### src/rtl/bcdsub_pkg.sv
package bcdsub_pkg;
  localparam int BYTE_W = 8;
  localparam int NIB_W  = 4;

  typedef enum logic {
    ST_IDLE = 1'b0,
    ST_RUN  = 1'b1
  } sub_state_t;

  function automatic int bytes_for(input int ndig);
    return (ndig + 1) / 2;
  endfunction
endpackage

### src/rtl/bcd_nibble_check.sv
module bcd_nibble_check #(
  parameter int NDIG = 8
) (
  input  logic [4*NDIG-1:0] vec,
  output logic              any_bad
);
  logic [NDIG-1:0] flag;

  for (genvar g = 0; g < NDIG; g++) begin : g_dig
    assign flag[g] = (vec[4*g +: 4] > 4'd9);
  end

  assign any_bad = |flag;
endmodule

### src/rtl/bcd_byte_step.sv
module bcd_byte_step (
  input  logic [7:0] a_byte,
  input  logic [7:0] b_byte,
  input  logic       cin,
  output logic [7:0] d_byte,
  output logic       cout
);
  logic [3:0] comp_lo, comp_hi;
  logic [4:0] sum_lo, sum_hi;
  logic       half;
  logic       full;
  logic [3:0] adj_lo, adj_hi;

  always_comb begin
    // nines complement of the minuend byte, nibble by nibble (0x99 - a)
    comp_lo = 4'd9 - a_byte[3:0];
    comp_hi = 4'd9 - a_byte[7:4];
    // low digit: binary sum, then +6 correction when it passes 9
    sum_lo  = {1'b0, comp_lo} + {1'b0, b_byte[3:0]} + {4'b0000, cin};
    half    = (sum_lo > 5'd9);
    adj_lo  = half ? (sum_lo[3:0] + 4'd6) : sum_lo[3:0];
    // high digit: the 0x60 correction and the carry to the next byte
    sum_hi  = {1'b0, comp_hi} + {1'b0, b_byte[7:4]} + {4'b0000, half};
    full    = (sum_hi > 5'd9);
    adj_hi  = full ? (sum_hi[3:0] + 4'd6) : sum_hi[3:0];
    // complement back to obtain this byte of A - B
    d_byte  = {4'd9 - adj_hi, 4'd9 - adj_lo};
    cout    = full;
  end
endmodule

### src/rtl/bcd_sub_ctrl.sv
module bcd_sub_ctrl
  import bcdsub_pkg::*;
#(
  parameter int NDIG = 8
) (
  input  logic              clk,
  input  logic              rst_n,
  input  logic              start,
  input  logic              negate,
  input  logic              bad_in,
  input  logic [4*NDIG-1:0] a_bcd,
  input  logic [4*NDIG-1:0] b_bcd,
  output logic              ready,
  output logic              done,
  output logic [4*NDIG-1:0] diff_bcd,
  output logic              borrow,
  output logic              bad_digit
);
  localparam int DW = 4 * NDIG;
  localparam int NB = bytes_for(NDIG);
  localparam int PW = NB * BYTE_W;
  localparam int CW = (NB > 1) ? $clog2(NB) : 1;
  localparam logic [CW-1:0] LAST = CW'(NB - 1);

  sub_state_t  state;
  logic [CW-1:0] cnt;
  logic [PW-1:0] a_sh, b_sh, r_sh, r_next;
  logic          carry_q;
  logic          bad_pend;
  logic [7:0]    d_byte;
  logic          cout;
  logic          accept;
  logic          last;

  assign accept = (state == ST_IDLE) && start;
  assign last   = (state == ST_RUN) && (cnt == LAST);
  assign ready  = (state == ST_IDLE);

  bcd_byte_step u_step (
    .a_byte (a_sh[7:0]),
    .b_byte (b_sh[7:0]),
    .cin    (carry_q),
    .d_byte (d_byte),
    .cout   (cout)
  );

  if (NB == 1) begin : g_one
    assign r_next = d_byte;
  end else begin : g_many
    assign r_next = {d_byte, r_sh[PW-1:BYTE_W]};
  end

  always_ff @(posedge clk) begin
    if (!rst_n) begin
      state     <= ST_IDLE;
      cnt       <= '0;
      a_sh      <= '0;
      b_sh      <= '0;
      r_sh      <= '0;
      carry_q   <= 1'b0;
      bad_pend  <= 1'b0;
      done      <= 1'b0;
      diff_bcd  <= '0;
      borrow    <= 1'b0;
      bad_digit <= 1'b0;
    end else begin
      done <= 1'b0;
      if (accept) begin
        a_sh     <= negate ? '0 : PW'(a_bcd);
        b_sh     <= PW'(b_bcd);
        carry_q  <= 1'b0;
        cnt      <= '0;
        bad_pend <= bad_in;
        state    <= ST_RUN;
      end else if (state == ST_RUN) begin
        r_sh    <= r_next;
        a_sh    <= a_sh >> BYTE_W;
        b_sh    <= b_sh >> BYTE_W;
        carry_q <= cout;
        cnt     <= cnt + CW'(1);
        if (last) begin
          state     <= ST_IDLE;
          done      <= 1'b1;
          diff_bcd  <= r_next[DW-1:0];
          borrow    <= cout;
          bad_digit <= bad_pend;
        end
      end
    end
  end

  AST_DONE_ONE_CYCLE: assert property (@(posedge clk) disable iff (!rst_n)
    done |=> !done);
  AST_DONE_WITH_READY: assert property (@(posedge clk) disable iff (!rst_n)
    done |-> ready);
  AST_RUN_NOT_RESTARTED: assert property (@(posedge clk) disable iff (!rst_n)
    (state == ST_RUN && cnt != LAST) |=> (state == ST_RUN && cnt == $past(cnt) + CW'(1)));
  AST_HOLD_WHEN_IDLE: assert property (@(posedge clk) disable iff (!rst_n)
    (state == ST_IDLE && !start) |=> ($stable(diff_bcd) && $stable(borrow) && $stable(bad_digit)));
  AST_DIGIT_RANGE: assert property (@(posedge clk) disable iff (!rst_n)
    (state == ST_RUN && !bad_pend) |-> (d_byte[3:0] <= 4'd9 && d_byte[7:4] <= 4'd9));
endmodule

### src/rtl/bcd_subtractor.sv
module bcd_subtractor #(
  parameter int NDIG = 8
) (
  input  logic              clk,
  input  logic              rst_n,
  input  logic              start,
  output logic              ready,
  input  logic              negate,
  input  logic [4*NDIG-1:0] a_bcd,
  input  logic [4*NDIG-1:0] b_bcd,
  output logic [4*NDIG-1:0] diff_bcd,
  output logic              borrow,
  output logic              bad_digit,
  output logic              done
);
  logic a_bad, b_bad, bad_in;

  bcd_nibble_check #(.NDIG(NDIG)) u_chk_a (.vec(a_bcd), .any_bad(a_bad));
  bcd_nibble_check #(.NDIG(NDIG)) u_chk_b (.vec(b_bcd), .any_bad(b_bad));

  // the minuend is not consulted in negate mode, so it cannot flag
  assign bad_in = b_bad | (a_bad & ~negate);

  bcd_sub_ctrl #(.NDIG(NDIG)) u_ctrl (
    .clk       (clk),
    .rst_n     (rst_n),
    .start     (start),
    .negate    (negate),
    .bad_in    (bad_in),
    .a_bcd     (a_bcd),
    .b_bcd     (b_bcd),
    .ready     (ready),
    .done      (done),
    .diff_bcd  (diff_bcd),
    .borrow    (borrow),
    .bad_digit (bad_digit)
  );

  AST_BORROW_ONLY_ON_DONE: assert property (@(posedge clk) disable iff (!rst_n)
    (!done && $past(rst_n)) |-> ($stable(borrow) || done));
endmodule

### config.mk
export PLATFORM = sky130hd
export DESIGN_NAME = bcd_subtractor
export DESIGN_NICKNAME = d
export VERILOG_FILES = /design/src/rtl/bcdsub_pkg.sv /design/src/rtl/bcd_nibble_check.sv /design/src/rtl/bcd_byte_step.sv /design/src/rtl/bcd_sub_ctrl.sv /design/src/rtl/bcd_subtractor.sv
export SDC_FILE = /design/constraint.sdc
export NUM_CORES = 1
export LEC_CHECK = 0
export BUFFER_PORTS_ARGS = -buffer_cell sky130_fd_sc_hd__buf_2
export CAP_MARGIN = 25
export CORE_ASPECT_RATIO = 0.9
export CORE_UTILIZATION = 32
export CTS_CLUSTER_DIAMETER = 150
export DETAILED_ROUTE_END_ITERATION = 16
export PLACE_DENSITY = 0.56
export SLEW_MARGIN = 25
export SYNTH_ARGS = -nofsm -noshare
export SYNTH_HDL_FRONTEND = slang
export SYNTH_SLANG_ARGS = --single-unit
export TNS_END_PERCENT = 10
### constraint.sdc
create_clock -name clk -period 4.6 [get_ports clk]
set_input_delay 0.23 -clock clk [delete_from_list [all_inputs] [get_ports clk]]
set_output_delay 0.23 -clock clk [all_outputs]
set_load 0.02 [all_outputs]
== Yosys cells after proc, flatten, opt, wreduce, memory -nomap -nowiden ==
Cells that the tools add are included.
W data, S select, Z words.
Operators by class
  add/sub/neg operators: 11
  magnitude comparators: 18
  equality and inequality tests: 1
  muxes and demuxes: 11
  bitwise gates (word level): 6
  reduce and logical (&&, ||, !) cells: 9
Operators by type and width (number)
  $mux W32: 5
  $gt A4 B4 Y1 const B: 16
  $reduce_or A8 Y1: 2
  $sub A4 B4 Y4 const A: 4
  $add A4 B4 Y5: 2
  $add A5 B1 Y5: 2
  $gt A5 B4 Y1 const B: 2
  $add A4 B3 Y4 const B: 2
  $mux W4: 2
  $mux W1: 4
  $not A1 Y1: 4
  $reduce_and A3 Y1: 1
  $reduce_or A3 Y1: 1
  $add A2 B1 Y2 const B: 1
  $eq A2 B2 Y1 const B: 1
  $logic_and A1 B1 Y1: 2
  $reduce_and A2 Y1: 1
  $reduce_bool A2 Y1: 1
  $reduce_or A2 Y1: 1
  $and A1 B1 Y1: 1
  $or A1 B1 Y1: 1
Storage, ports and cells
  bits in registers: 136
  output and inout port bits: 36
  word-level logic and storage cells: 67

== Longest topological paths before layout ==
  depth after elaboration: 8
  gate-level depth with buffers: 20

== By module ==
From an unflattened synthesis, not the netlist that was laid out.
Unflattened totals
  cell total of the unflattened synthesis: 543
  area, all modules: 5496.5 µm²
Modules (own cells, without submodules)
  bcd_sub_ctrl: times used 1, cells an instance 447, area each 4763.3 µm², sequential area each 2562.5 µm²
  bcd_byte_step: times used 1, cells an instance 72, area each 604.3 µm², sequential area each 0.0 µm²
  bcd_nibble_check: times used 2, cells an instance 11, area each 58.8 µm², sequential area each 0.0 µm²
  bcd_subtractor: times used 1, cells an instance 2, area each 11.3 µm², sequential area each 0.0 µm²

== Worst setup path after synthesis ==
Ideal clock, no wire load.
  kind: reg-to-reg
  start point: register u_ctrl.a_sh[1]
  end point: register u_ctrl.diff_bcd[31]
  arrival time: 4.486 ns
  data required time: 4.483 ns
  setup slack: -0.004 ns
  cell stages (with the launch flop): 20
  path buffers: 1
  path through: dfxtp_1 inv_1 ha_1 ha_1 buf_6 and3b_4 o21a_4 o31ai_1 fa_1 inv_1 fa_1 xor2_1 ha_1 a21boi_0 o41ai_4 xor2_1 ha_1 inv_1 or3_1 a32o_1
On the way
  longest elaborated chain between the ends: 8
  elaborated cells between the ends (all ways): 9
  those cells by class: add/sub (6); order compare (2); mux (1)
RTL lines
  from (decl): RTL line bcd_sub_ctrl.sv:27  | logic [PW-1:0] a_sh, b_sh, r_sh, r_next;
  from (signal assigned): RTL line bcd_sub_ctrl.sv:69  | a_sh <= negate ? '0 : PW'(a_bcd);
  from (signal assigned): RTL line bcd_sub_ctrl.sv:77  | a_sh <= a_sh >> BYTE_W;
  $sub A4 B4 Y4 *: RTL line bcd_byte_step.sv:16  | comp_lo = 4'd9 - a_byte[3:0];
  $add A4 B4 Y5 *: RTL line bcd_byte_step.sv:19  | sum_lo = {1'b0, comp_lo} + {1'b0, b_byte[3:0]} + {4'b0000, cin};
  $add A5 B1 Y5 *: RTL line bcd_byte_step.sv:19
  $gt A5 B4 Y1 *: RTL line bcd_byte_step.sv:20  | half = (sum_lo > 5'd9);
  $add A5 B1 Y5 *: RTL line bcd_byte_step.sv:23  | sum_hi = {1'b0, comp_hi} + {1'b0, b_byte[7:4]} + {4'b0000, half};
  $add A4 B3 Y4 / $gt A5 B4 Y1 (equally long branches): RTL line bcd_byte_step.sv:25, bcd_byte_step.sv:24
  $mux W4 *: RTL line bcd_byte_step.sv:25  | adj_hi = full ? (sum_hi[3:0] + 4'd6) : sum_hi[3:0];
  $sub A4 B4 Y4 *: RTL line bcd_byte_step.sv:27  | d_byte = {4'd9 - adj_hi, 4'd9 - adj_lo};
  to (signal assigned): RTL line bcd_sub_ctrl.sv:84  | diff_bcd <= r_next[DW-1:0];
  to (decl): RTL line bcd_sub_ctrl.sv:15  | output logic [4*NDIG-1:0] diff_bcd,
Mark *: on every way between the ends. The rest lies on a longest branch, timed or not.
A chain may end at the register's enable or synchronous reset.

== Worst setup path in the final report ==
  start point: register u_ctrl.a_sh[1]
  end point: register u_ctrl.r_sh[31]
On the way
  longest elaborated chain between the ends: 8
  elaborated cells between the ends (all ways): 9
  those cells by class: add/sub (6); order compare (2); mux (1)
RTL lines
  $sub A4 B4 Y4 *: RTL line bcd_byte_step.sv:16
  $add A4 B4 Y5 *: RTL line bcd_byte_step.sv:19
  $add A5 B1 Y5 *: RTL line bcd_byte_step.sv:19
  $gt A5 B4 Y1 *: RTL line bcd_byte_step.sv:20
  $add A5 B1 Y5 *: RTL line bcd_byte_step.sv:23
  $add A4 B3 Y4 / $gt A5 B4 Y1 (equally long branches): RTL line bcd_byte_step.sv:25, bcd_byte_step.sv:24
  $mux W4 *: RTL line bcd_byte_step.sv:25
  $sub A4 B4 Y4 *: RTL line bcd_byte_step.sv:27
  to (signal assigned): RTL line bcd_sub_ctrl.sv:76  | r_sh <= r_next;
  to (decl): RTL line bcd_sub_ctrl.sv:27
Marked as above.

==> flow_summary_export.csv <==
group,metric,value,unit
critical_path,critPathBufInv,5,
route,detail_route.first_pass.iterations,6,
logic_synthesis,syn_inst,637,
clocking,cts_sinks,128,
route,vias_per_cell,4.93,
floorplan,chipWidth,142,um
critical_path,end_kind,"flip-flop",
logic_synthesis,synth_ff_type,"dfxtp_1",
power_and_ir_drop,power_density,436,nW/um^2
final_layout,drive_above_1_share,25.4,%
floorplan,dieArea,18200,um^2
grt,grt-ovfl-total,0,
power_and_ir_drop,p_comb_share,19.3,%
critical_path,slowest_delay,390,ps
final_layout,final_cell_count_no_fill,983,
power_and_ir_drop,leakage,0.00300,uW
route,first_iter_violations,279,
logic_synthesis,synth_top_area_share,45.4,%
final_layout,syn_to_final_growth,25.9,%
run_status,status,"complete, no violations",
logic_synthesis,synth.cell_area,5650,um^2
route,drt_wl_total,15.2,mm
timing,setup_tns,0,ps
floorplan,core,17100,um^2
timing,relSlewSlack,42.8,%
power_and_ir_drop,seq_power_share,39.2,%
logic_synthesis,synth.distinct_cells,46,
final_layout,final_nets,821,
timing,hold_slack,54.7,ps
critical_path,crit_family,"adder cells",
logic_synthesis,synth-edff-count,0,
grt,grt_start_max_net_pins,74,
run,cap_violations,0,
floorplan,initial_core_util,33.1,%
grt,grt_use_total,17.4,%
logic_synthesis,ys_ff_latch,128,
critical_path,critPathKind,"reg -> reg",
min_path,hold_path.class,"in -> reg",
logic_synthesis,seq_area_frac_synth,45.4,%
clocking,htree_levels,4,
critical_path,crit_chain,"inv_1, ha_1, ha_4, buf_4, xnor2_4, nand2_2, inv_2, o31ai_4, fa_2, inv_2, fa_2, xor2_4, ha_2, a21boi_2, o41ai_4, mux2_2, ha_2, inv_1, nand3_1, o311ai_1",
timing,max_freq,227,MHz
logic_synthesis,postSynthAreaPerCell,8.87,um^2
clocking,cts_tree,"done",
logic_synthesis,yosysMostFrequentCell,"dfxtp_1",
timing,final_max_slew_viol_count,0,
final_layout,n_antenna_cell,0,
placement,place_congestion,0.784,
route,num_vias,4851,
floorplan,io_pins,104,
timing,setup_violations,0,
floorplan,num_rows,45,
power_and_ir_drop,p_int,2260,uW
clocking,clkTransAtPathRegs,60,ps
grt,grt_pass1_vias,4678,
logic_synthesis,yosysTopAreaCell,"dfxtp_1",
route,drc,0,
power_and_ir_drop,power,3100,uW
placement,port_buffers,103,
logic_synthesis,async_flop_share,0,%
logic_synthesis,synthTopCellsByCount,"dfxtp_1, nor2_1, a21oi_1, mux2i_1, nand2_1",
clocking,cts_buffer_depth,2,
power_and_ir_drop,ir_drop,0.275,mV
logic_synthesis,synth_nets,723,
power_and_ir_drop,pwr-share-clk,41.5,%
timing,fin_skew,4.88,ps
route,detail_route.wl_per_cell,15.5,um
power_and_ir_drop,power_switching,841,uW
power_and_ir_drop,swShare,27.1,%
placement,place_inst,941,
logic_synthesis,synth_area_leaders,"dfxtp_1, mux2i_1, a21oi_1",
clocking,worstSkewPairLatency,420,ps
grt,antenna_found_initial,0,
route,ant_nets,0,
clocking,root_buffer,"clkbuf_16",
critical_path,crit_slowest_cell,"mux2_2",
logic_synthesis,yosys_warnings,0,
clocking,cts_buffers,17,
timing,finalCriticalPeriod,4400,ps
floorplan,die_y,128,um
critical_path,worstPathArrival,4710,ps
critical_path,required,4910,ps
timing,hold_violations,0,
critical_path,cp_max_fo,5,
critical_path,startpoint_type,"flip-flop",
timing,finalCritPeriodShare,95.7,%
grt,grt_pass1_wl,24.4,mm
placement,place_hpwl,10.5,mm
timing,worstMarginPinSlew,858,ps
## placed cells by master (no fill, tap or decap), drive strengths merged, types with 3 or more instances in the layout
cell / Yosys / layout
clkbuf: 33 / 21
nor2: 102 / 102
a21oi: 90 / 90
ha: 14 / 14
o22a: 3 / 3
dfxtp: 128 / 128
or3: 4 / 4
o21ai: 25 / 25
xor2: 4 / 4
a22o: 29 / 29
fa: 4 / 4
inv: 16 / 16
nand3: 8 / 8
nand4: 3 / 3
nor3: 4 / 4
clkinvlp: 0 / 4
nand3b: 32 / 32
mux2i: 49 / 49
nand2: 45 / 45
buf: 12 / 124
and3: 3 / 3
clkinv: 2 / 7
## routing by layer
layer	vias to the layer above	track usage (%)	share of wire, %
li1	2426	-	-
met3	19	4.15	4.6
met1	2311	23.1	47
met4	0	6.45	1.4
met5	-	0	0
met2	95	27.4	47
## timing repair
item | in CTS | in global routing
pin swaps | 4 | 11
hold buffers | 0 | 0
buffers inserted | 5 | 5
resized for setup | 16 | 11
setup endpoints to repair | 4 | 2
## worst min-delay path: stages
cell	delay, ps
buf_2	70
mux2i_1	50
nor2_1	80
## state kept, by name (all words and copies together) (netlist names)
signal            count
u_ctrl.bad_pend       1
u_ctrl.state          1
u_ctrl.cnt            2
u_ctrl.done           1
u_ctrl.bad_digit      1
u_ctrl.carry_q        1
u_ctrl.r_sh          24
u_ctrl.b_sh          32
u_ctrl.diff_bcd      32
u_ctrl.a_sh          32
u_ctrl.borrow         1
## cell families (layout without fill, tap and decap cells)
family                   after synthesis  in the layout  share of synthesized area [%]
AO/OA/AOI/OAI                        168            168                           19.0
XOR/XNOR                               5              5                          0.775
adder cells (fa/ha/maj)               18             18                           4.52
buffers and inverters                 63            174                           4.41
flip-flops                           128            128                           45.4
multiplexers                          51             51                           9.08
AND/OR/NAND/NOR                      204            204                           16.8
## final cells by class
type / count / area, um^2
clock buffer: 21 / 450
multi-input combinational: 446 / 2940
inverter: 18 / 67.6
tap: 235 / 294
fill: 1687 / 9950
clock inverter: 11 / 115
sequential: 128 / 2570
timing repair buffer: 124 / 677
## worst paths after layout
| check | from | end | slack (ps) | cells past startpoint |
|---|---|---|---|---|
| worst max-delay path | u_ctrl.a_sh[1] | u_ctrl.r_sh[31] | 200 | 20 |
| worst min-delay path | b_bcd[28] | u_ctrl.b_sh[28] | 50 | 3 |
| worst max register to register | u_ctrl.a_sh[1] | u_ctrl.r_sh[31] | 200 | 20 |
| worst min register to register | u_ctrl.a_sh[25] | u_ctrl.a_sh[25] | 460 | 2 |
## per-stage QoR
step / area [um^2] / utilization (%) / worst slack [ps]
2_1_floorplan: 5650 / - / 42.7
3_3_place_gp: 6370 / 37.3 / -7.33
3_5_place_dp: 6370 / 37.3 / -221
4_1_cts: 7030 / 41.2 / 15.4
5_1_grt: 7110 / 41.7 / -38.6
6_report: 7110 / 41.7 / 199
## power by group through the flow
stage	clock, uW	sequential, uW	combinational, uW
6_report	1290	1220	599
5_1_grt	1360	1220	664
2_1_floorplan	0	1210	356
4_1_cts	1310	1220	563
3_3_place_gp	0	1240	469
3_5_place_dp	0	1240	491
No activity file was read; power rests on OpenSTA's default activity.
